## config.mk

```make
export PLATFORM = sky130hd
export DESIGN_NAME = bbt_builder
export DESIGN_NICKNAME = d
export VERILOG_FILES = /design/src/rtl/bbt_pkg.sv /design/src/rtl/bbt_scan_ctrl.sv /design/src/rtl/bbt_pend_fifo.sv /design/src/rtl/bbt_flag_table.sv /design/src/rtl/bbt_builder.sv
export SDC_FILE = /design/constraint.sdc
export NUM_CORES = 2
export LEC_CHECK = 0
export ABC_AREA = 0
export BUFFER_PORTS_ARGS = -buffer_cell sky130_fd_sc_hd__buf_2
export CORE_ASPECT_RATIO = 0.7
export CORE_MARGIN = 2
export CORE_UTILIZATION = 35
export DETAILED_ROUTE_END_ITERATION = 6
export GPL_ROUTABILITY_DRIVEN = 0
export PLACE_DENSITY_LB_ADDON = 0.08
export SKIP_LAST_GASP = 1
export SLEW_MARGIN = 15
export SYNTH_ARGS = -nofsm -noshare
export SYNTH_HDL_FRONTEND = slang
export SYNTH_SLANG_ARGS = --single-unit
```

## constraint.sdc

```tcl
create_clock -name clk -period 4.3 [get_ports clk]
set_input_delay 0.86 -clock clk [delete_from_list [all_inputs] [get_ports clk]]
set_output_delay 0.86 -clock clk [all_outputs]
set_load 0.03 [all_outputs]
```

## src/rtl/bbt_pkg.sv

```systemverilog
// Package: shared types and helpers for the bad block table builder.
// Assumes: the factory good marker value is all ones.
package bbt_pkg;

    // Scan sequencing states.
    typedef enum logic [1:0] {
        SC_IDLE = 2'd0,
        SC_REQ  = 2'd1,
        SC_WAIT = 2'd2,
        SC_FIN  = 2'd3
    } scan_state_t;

    localparam logic [7:0] GOOD_MARK = 8'hFF;

    // A block is bad when the read failed or the marker is not the good value.
    function automatic logic marker_is_bad(input logic [7:0] mark, input logic err);
        return err || (mark != GOOD_MARK);
    endfunction

endpackage

```

## src/rtl/bbt_scan_ctrl.sv

```systemverilog
// Module: bbt_scan_ctrl
// Walks all blocks in ascending order and requests one spare byte per block,
// with one read outstanding. It reports a table write for each bad block and
// keeps the sticky error flag and the bad block count.
// Assumes: the sequencer sends exactly one response per accepted request.
module bbt_scan_ctrl
    import bbt_pkg::*;
#(
    parameter int NUM_BLOCKS = 2048,
    parameter int PAGE_W     = 6,
    parameter int COL_W      = 12,
    parameter int MARK_COL   = 2048,
    localparam int BLK_W     = $clog2(NUM_BLOCKS),
    localparam int ROW_W     = BLK_W + PAGE_W,
    localparam int CNT_W     = $clog2(NUM_BLOCKS + 1)
) (
    input  logic             clk,
    input  logic             rst_n,
    output logic             req_valid,
    input  logic             req_ready,
    output logic [ROW_W-1:0] req_row,
    output logic [COL_W-1:0] req_col,
    input  logic             rsp_valid,
    input  logic [7:0]       rsp_data,
    input  logic             rsp_err,
    output logic             wr_en,
    output logic [BLK_W-1:0] wr_blk,
    output logic             scan_fin,
    output logic             scan_error,
    output logic [CNT_W-1:0] bad_count
);

    localparam logic [BLK_W-1:0] LAST_BLK = BLK_W'(NUM_BLOCKS - 1);

    scan_state_t      state_q, state_d;
    logic [BLK_W-1:0] blk_q;
    logic             rsp_bad;

    // Classify the response arriving for the current block.
    always_comb begin
        rsp_bad = marker_is_bad(rsp_data, rsp_err);
    end

    // Next-state selection of the scan sequence.
    always_comb begin
        state_d = state_q;
        unique case (state_q)
            SC_IDLE: state_d = SC_REQ;
            SC_REQ:  if (req_ready) state_d = SC_WAIT;
            SC_WAIT: if (rsp_valid) state_d = (blk_q == LAST_BLK) ? SC_FIN : SC_REQ;
            SC_FIN:  state_d = SC_FIN;
            default: state_d = SC_IDLE;
        endcase
    end

    // State register and block index counter.
    always_ff @(posedge clk) begin
        if (!rst_n) begin
            state_q <= SC_IDLE;
            blk_q   <= '0;
        end else begin
            state_q <= state_d;
            if (state_q == SC_WAIT && rsp_valid && blk_q != LAST_BLK) begin
                blk_q <= blk_q + 1'b1;
            end
        end
    end

    // Sticky error flag and bad block counter.
    always_ff @(posedge clk) begin
        if (!rst_n) begin
            scan_error <= 1'b0;
            bad_count  <= '0;
        end else if (state_q == SC_WAIT && rsp_valid) begin
            if (rsp_err) scan_error <= 1'b1;
            if (rsp_bad) bad_count <= bad_count + 1'b1;
        end
    end

    // Request and table-write outputs.
    always_comb begin
        req_valid = (state_q == SC_REQ);
        req_row   = {blk_q, {PAGE_W{1'b0}}};
        req_col   = COL_W'(MARK_COL);
        wr_en     = (state_q == SC_WAIT) && rsp_valid && rsp_bad;
        wr_blk    = blk_q;
        scan_fin  = (state_q == SC_FIN);
    end

endmodule

```

## src/rtl/bbt_pend_fifo.sv

```systemverilog
// Module: bbt_pend_fifo
// Small FIFO that holds runtime marks while the scan runs.
// Assumes: the caller gates push with !full and pop with !empty.
module bbt_pend_fifo #(
    parameter int DEPTH  = 4,
    parameter int DATA_W = 11,
    localparam int PTR_W = (DEPTH > 1) ? $clog2(DEPTH) : 1
) (
    input  logic              clk,
    input  logic              rst_n,
    input  logic              push,
    input  logic [DATA_W-1:0] push_data,
    input  logic              pop,
    output logic [DATA_W-1:0] head,
    output logic              empty,
    output logic              full
);

    logic [DATA_W-1:0] mem [DEPTH];
    logic [PTR_W-1:0]  wr_ptr, rd_ptr;
    logic [PTR_W:0]    count;

    // Advance a pointer, wrapping at DEPTH.
    function automatic logic [PTR_W-1:0] ptr_next(input logic [PTR_W-1:0] p);
        return (p == PTR_W'(DEPTH - 1)) ? '0 : p + 1'b1;
    endfunction

    // Storage write.
    always_ff @(posedge clk) begin
        if (push) mem[wr_ptr] <= push_data;
    end

    // Pointers and occupancy.
    always_ff @(posedge clk) begin
        if (!rst_n) begin
            wr_ptr <= '0;
            rd_ptr <= '0;
            count  <= '0;
        end else begin
            if (push) wr_ptr <= ptr_next(wr_ptr);
            if (pop)  rd_ptr <= ptr_next(rd_ptr);
            count <= count + (PTR_W+1)'(push) - (PTR_W+1)'(pop);
        end
    end

    // Status and head of queue.
    always_comb begin
        head  = mem[rd_ptr];
        empty = (count == '0);
        full  = (count == (PTR_W+1)'(DEPTH));
    end

endmodule

```

## src/rtl/bbt_flag_table.sv

```systemverilog
// Module: bbt_flag_table
// One flag bit per block, built from flops. The write port only sets bits.
// The read port is combinational.
// Assumes: NUM_BLOCKS is a power of two, so every index is in range.
module bbt_flag_table #(
    parameter int NUM_BLOCKS = 2048,
    localparam int BLK_W     = $clog2(NUM_BLOCKS)
) (
    input  logic             clk,
    input  logic             rst_n,
    input  logic             set_en,
    input  logic [BLK_W-1:0] set_blk,
    input  logic [BLK_W-1:0] rd_blk,
    output logic             rd_flag
);

    logic [NUM_BLOCKS-1:0] flags;

    for (genvar g = 0; g < NUM_BLOCKS; g++) begin : g_flag
        // Set this block's flag when it is addressed.
        always_ff @(posedge clk) begin
            if (!rst_n) begin
                flags[g] <= 1'b0;
            end else if (set_en && set_blk == BLK_W'(g)) begin
                flags[g] <= 1'b1;
            end
        end
    end

    // Read the requested flag.
    always_comb begin
        rd_flag = flags[rd_blk];
    end

endmodule

```

## src/rtl/bbt_builder.sv

```systemverilog
// Module: bbt_builder (top)
// Builds the bad block table by scanning the markers, holds runtime marks
// until the scan ends, and answers lookups one cycle after the request.
// Assumes: the sequencer handshake is as described for bbt_scan_ctrl, and
// NUM_BLOCKS is a power of two.
module bbt_builder #(
    parameter int NUM_BLOCKS      = 2048,
    parameter int PAGES_PER_BLOCK = 64,
    parameter int MAIN_BYTES      = 2048,
    parameter int SPARE_BYTES     = 64,
    parameter int PEND_DEPTH      = 4,
    localparam int BLK_W          = $clog2(NUM_BLOCKS),
    localparam int PAGE_W         = $clog2(PAGES_PER_BLOCK),
    localparam int ROW_W          = BLK_W + PAGE_W,
    localparam int COL_W          = $clog2(MAIN_BYTES + SPARE_BYTES),
    localparam int CNT_W          = $clog2(NUM_BLOCKS + 1)
) (
    input  logic             clk,
    input  logic             rst_n,
    output logic             rd_req_valid,
    input  logic             rd_req_ready,
    output logic [ROW_W-1:0] rd_req_row,
    output logic [COL_W-1:0] rd_req_col,
    input  logic             rd_rsp_valid,
    input  logic [7:0]       rd_rsp_data,
    input  logic             rd_rsp_err,
    input  logic             mark_valid,
    input  logic [BLK_W-1:0] mark_block,
    input  logic             lu_valid,
    input  logic [BLK_W-1:0] lu_block,
    output logic             lu_resp_valid,
    output logic             lu_busy,
    output logic             lu_bad,
    output logic             scan_done,
    output logic             scan_error,
    output logic [CNT_W-1:0] bad_count
);

    logic             scan_wr;
    logic [BLK_W-1:0] scan_blk;
    logic             scan_fin;
    logic             q_push, q_pop, q_empty, q_full;
    logic [BLK_W-1:0] q_head;
    logic             tbl_we;
    logic [BLK_W-1:0] tbl_wa;
    logic             tbl_rd;
    logic             direct_mark;

    bbt_scan_ctrl #(
        .NUM_BLOCKS(NUM_BLOCKS),
        .PAGE_W    (PAGE_W),
        .COL_W     (COL_W),
        .MARK_COL  (MAIN_BYTES)
    ) u_scan (
        .clk       (clk),
        .rst_n     (rst_n),
        .req_valid (rd_req_valid),
        .req_ready (rd_req_ready),
        .req_row   (rd_req_row),
        .req_col   (rd_req_col),
        .rsp_valid (rd_rsp_valid),
        .rsp_data  (rd_rsp_data),
        .rsp_err   (rd_rsp_err),
        .wr_en     (scan_wr),
        .wr_blk    (scan_blk),
        .scan_fin  (scan_fin),
        .scan_error(scan_error),
        .bad_count (bad_count)
    );

    bbt_pend_fifo #(
        .DEPTH (PEND_DEPTH),
        .DATA_W(BLK_W)
    ) u_pend (
        .clk      (clk),
        .rst_n    (rst_n),
        .push     (q_push),
        .push_data(mark_block),
        .pop      (q_pop),
        .head     (q_head),
        .empty    (q_empty),
        .full     (q_full)
    );

    bbt_flag_table #(
        .NUM_BLOCKS(NUM_BLOCKS)
    ) u_table (
        .clk    (clk),
        .rst_n  (rst_n),
        .set_en (tbl_we),
        .set_blk(tbl_wa),
        .rd_blk (lu_block),
        .rd_flag(tbl_rd)
    );

    // Ready once the scan is finished and the held marks are drained.
    always_comb begin
        scan_done = scan_fin && q_empty;
    end

    // Route marks and choose the single table writer for this cycle.
    always_comb begin
        direct_mark = scan_done && mark_valid;
        q_push      = mark_valid && !scan_done && !q_full;
        q_pop       = scan_fin && !q_empty;
        tbl_we      = scan_wr || q_pop || direct_mark;
        if (scan_wr) begin
            tbl_wa = scan_blk;
        end else if (q_pop) begin
            tbl_wa = q_head;
        end else begin
            tbl_wa = mark_block;
        end
    end

    // Registered lookup answer; a write to the same block in the same cycle is forwarded.
    always_ff @(posedge clk) begin
        if (!rst_n) begin
            lu_resp_valid <= 1'b0;
            lu_busy       <= 1'b0;
            lu_bad        <= 1'b0;
        end else begin
            lu_resp_valid <= lu_valid;
            lu_busy       <= lu_valid && !scan_done;
            lu_bad        <= lu_valid && scan_done &&
                             (tbl_rd || (tbl_we && tbl_wa == lu_block));
        end
    end

endmodule

```

==> flow_metrics.env <==
export IMPL_syn_cell_area_sq_um=89400
export IMPL_r2r_slack_ps=200
export IMPL_synth_edf_count=44
export IMPL_post_cts_buffers=0
export IMPL_clock_root_buffer="clkbuf_16"
export IMPL_worst_pin_slew_ps=1080
export IMPL_p_leak_nw=35.8
export IMPL_drt_iter0_drc=6805
export IMPL_clk_latency_ps=890
export IMPL_yosys_area_top_type="dfxtp_1"
export IMPL_final_area_sq_um=103000
export IMPL_die_h_microns=427
export IMPL_required_ps=5080
export IMPL_grt_setup_unrepaired="false"
export IMPL_portBuffers=65
export IMPL_rows=155
export IMPL_status="completed"
export IMPL_finClkSkew_ps=42.8
export IMPL_yosysMostFrequentCell="dfxtp_1"
export IMPL_period_needed_ps=4100
export IMPL_cp_start_kind="register"
export IMPL_die_width_microns=608
export IMPL_cap_viol_max_count=0
export IMPL_netlist_area_leader_share=0.467
export IMPL_post_route_util=0.406
export IMPL_design_core_area_sq_um=254000
export IMPL_h_tree_depth=4
export IMPL_drv_slew=0
export IMPL_track_usage=0.258
export IMPL_cts_buffer_depth=4
export IMPL_hold_violations=0
export IMPL_hp_class="in2reg"
export IMPL_setup_viol=0
export IMPL_grt_pass1_vias=67100
export IMPL_ys_warn_count=0
export IMPL_dp_hpwl_microns=221000
export IMPL_power_w=0.0426
export IMPL_place_area_sq_um=96200
export IMPL_synthCells=9092
export IMPL_worstSetupPathType="reg2reg"
export IMPL_grt_pass1_wl_microns=495000
export IMPL_nets=9146
export IMPL_async_flop_share=0
export IMPL_syn_to_final_growth_pct=15.5
export IMPL_grt_max_degree=197
export IMPL_peakVddDrop_uv=287
export IMPL_die_area_sq_um=259000
export IMPL_viasPerCell=5.53
export IMPL_ys_seq_area_frac=0.482
export IMPL_firstDrtPassIters=5
export IMPL_power_density_nw_per_um2=413
export IMPL_post_cts_resize_count=0
export IMPL_synth_flop_cell="dfxtp_1"
export IMPL_fin_tns_setup_ps=0
export IMPL_ant_nets=0
export IMPL_antenna_found_initial=10
export IMPL_start_util=0.351
export IMPL_wire_per_inst_microns=27.3
export IMPL_cts_clk_slew_worst_paths_ps=60
export IMPL_final_period_utilization=0.954
export IMPL_synth_seq_cells=2130
export IMPL_worstSetupEndpointType="register"
export IMPL_tritoncts="built"
export IMPL_postSynthAreaPerCell_sq_um=9.83
export IMPL_synthTopCellsByArea="dfxtp_1 47%, o21a_1 8.4%, nor2b_1 7.5%, mux4_2 7.3%, a21oi_1 6.1%"
export IMPL_finalWirelength_microns=344000
export IMPL_via_count=69900
export IMPL_hold_worst_slack_ps=207
export IMPL_synth_top_cells_by_count="2086 x dfxtp_1, 1129 x nor2_1, 1082 x a21oi_1"
export IMPL_n_fill_cell=24900
export IMPL_numCtsBuffers=221
export IMPL_io_pins=84
export IMPL_route_detailed_drc=0
export IMPL_cp_max_fo=16
export IMPL_cts_sinks=2130
export IMPL_arrival_ps=4890
export IMPL_layout_drive_gt1_share=0.146
export IMPL_overflow=0
export IMPL_cts_hold_buffers_added=0
export IMPL_slew_limit_headroom=0.278
export IMPL_yosys_cell_types_count=81
export IMPL_max_freq_ghz=0.244
[kinds of logic after synthesis]
kind of cell / Yosys count / synth area share
DFF: 2130 / 0.482
muxes: 786 / 0.129
AOI/OAI and AO/OA: 2636 / 0.192
adders and majority gates: 10 / 0.00148
xor gates and xnor gates: 31 / 0.00304
and+or+nand+nor: 2646 / 0.148
buffers and inverters: 851 / 0.0441
other: 2 / 0.0000840
[area by class of cell]
| class | instances | area, sq um | area share |
|---|---|---|---|
| timing repair buffer | 602 | 6110 | 0.0592 |
| tap | 3375 | 4220 | 0.0409 |
| multi-input combinational | 6127 | 42700 | 0.414 |
| inverter | 17 | 73.8 | 0.000715 |
| antenna | 2 | 5.00 | 0.0000485 |
| clock inverter | 44 | 492 | 0.00476 |
| clock buffer | 339 | 6520 | 0.0632 |
| sequential | 2130 | 43100 | 0.417 |
[sequential cells by signal, indices dropped and copies added (netlist names), named ones only]
name / flops
u_pend.mem: 44
u_table.flags: 2048
u_pend.rd_ptr: 2
u_scan.wr_blk: 11
lu_resp_valid: 1
lu_bad: 1
u_scan.scan_error: 1
u_scan.bad_count: 12
u_pend.count: 3
u_pend.wr_ptr: 2
u_scan.state_q: 2
lu_busy: 1
[cells in the final DEF (no fill, tap or decap), types with 30 or more instances in the layout]
master,synthesis,routed
edfxtp_1,44,44
nor2b_1,1072,1070
o21ai_0,119,119
clkbuf_1,535,67
nand3_1,51,51
nand2_1,149,133
nor2_2,45,49
mux4_2,289,289
mux2i_1,471,471
clkbuf_8,0,49
o21a_1,997,997
a21oi_1,1082,1082
a31oi_1,47,47
a22oi_1,54,54
clkinv_2,0,30
nor2_1,1129,1104
nor3_1,75,75
buf_2,132,60
and2_1,31,30
a221o_1,35,35
dfxtp_1,2086,2086
clkbuf_16,0,224
buf_4,59,401
a221oi_1,173,173
buf_12,0,137
[final timing paths]
path,from,endpoint,cells after the start
max,u_scan.state_q[1],u_table.flags[440],10
min reg2reg,u_table.flags[27],u_table.flags[27],1
max reg2reg,u_scan.state_q[1],u_table.flags[440],10
min,mark_block[0],u_pend.mem[0][0],1
[per-layer routing]
layer | up-vias | routed length, microns | GRT usage
met1 | 35600 | 171000 | 0.391
met4 | 0 | 7680 | 0.0571
li1 | 31800 | - | -
met3 | 412 | 20500 | 0.0368
met2 | 2053 | 146000 | 0.384
met5 | - | 0 | 0
[through the flow]
step                cells  worst slack (ps)
finish              12600               196
global placement    12300              -386
global route        12600              22.7
detailed placement  12300              -417
CTS                 12600               243
floorplan            9108               919
[critical path, stage by stage (launching register included)]
cell and delay (ps):
dfxtp_1 490, and3b_1 270, o31a_1 490, buf_4 240, a21oi_2 60, buf_4 170
nor2_1 580, nand2_2 520, nor2_2 820, a21oi_1 160, nor2b_1 150
[power breakdown]
part           switching, W  internal, W  leakage [nW]
Sequential        0.0000355       0.0199          17.2
Clock               0.00833       0.0109          3.46
Combinational       0.00239      0.00107          15.1
No activity file was read; power rests on OpenSTA's default activity.
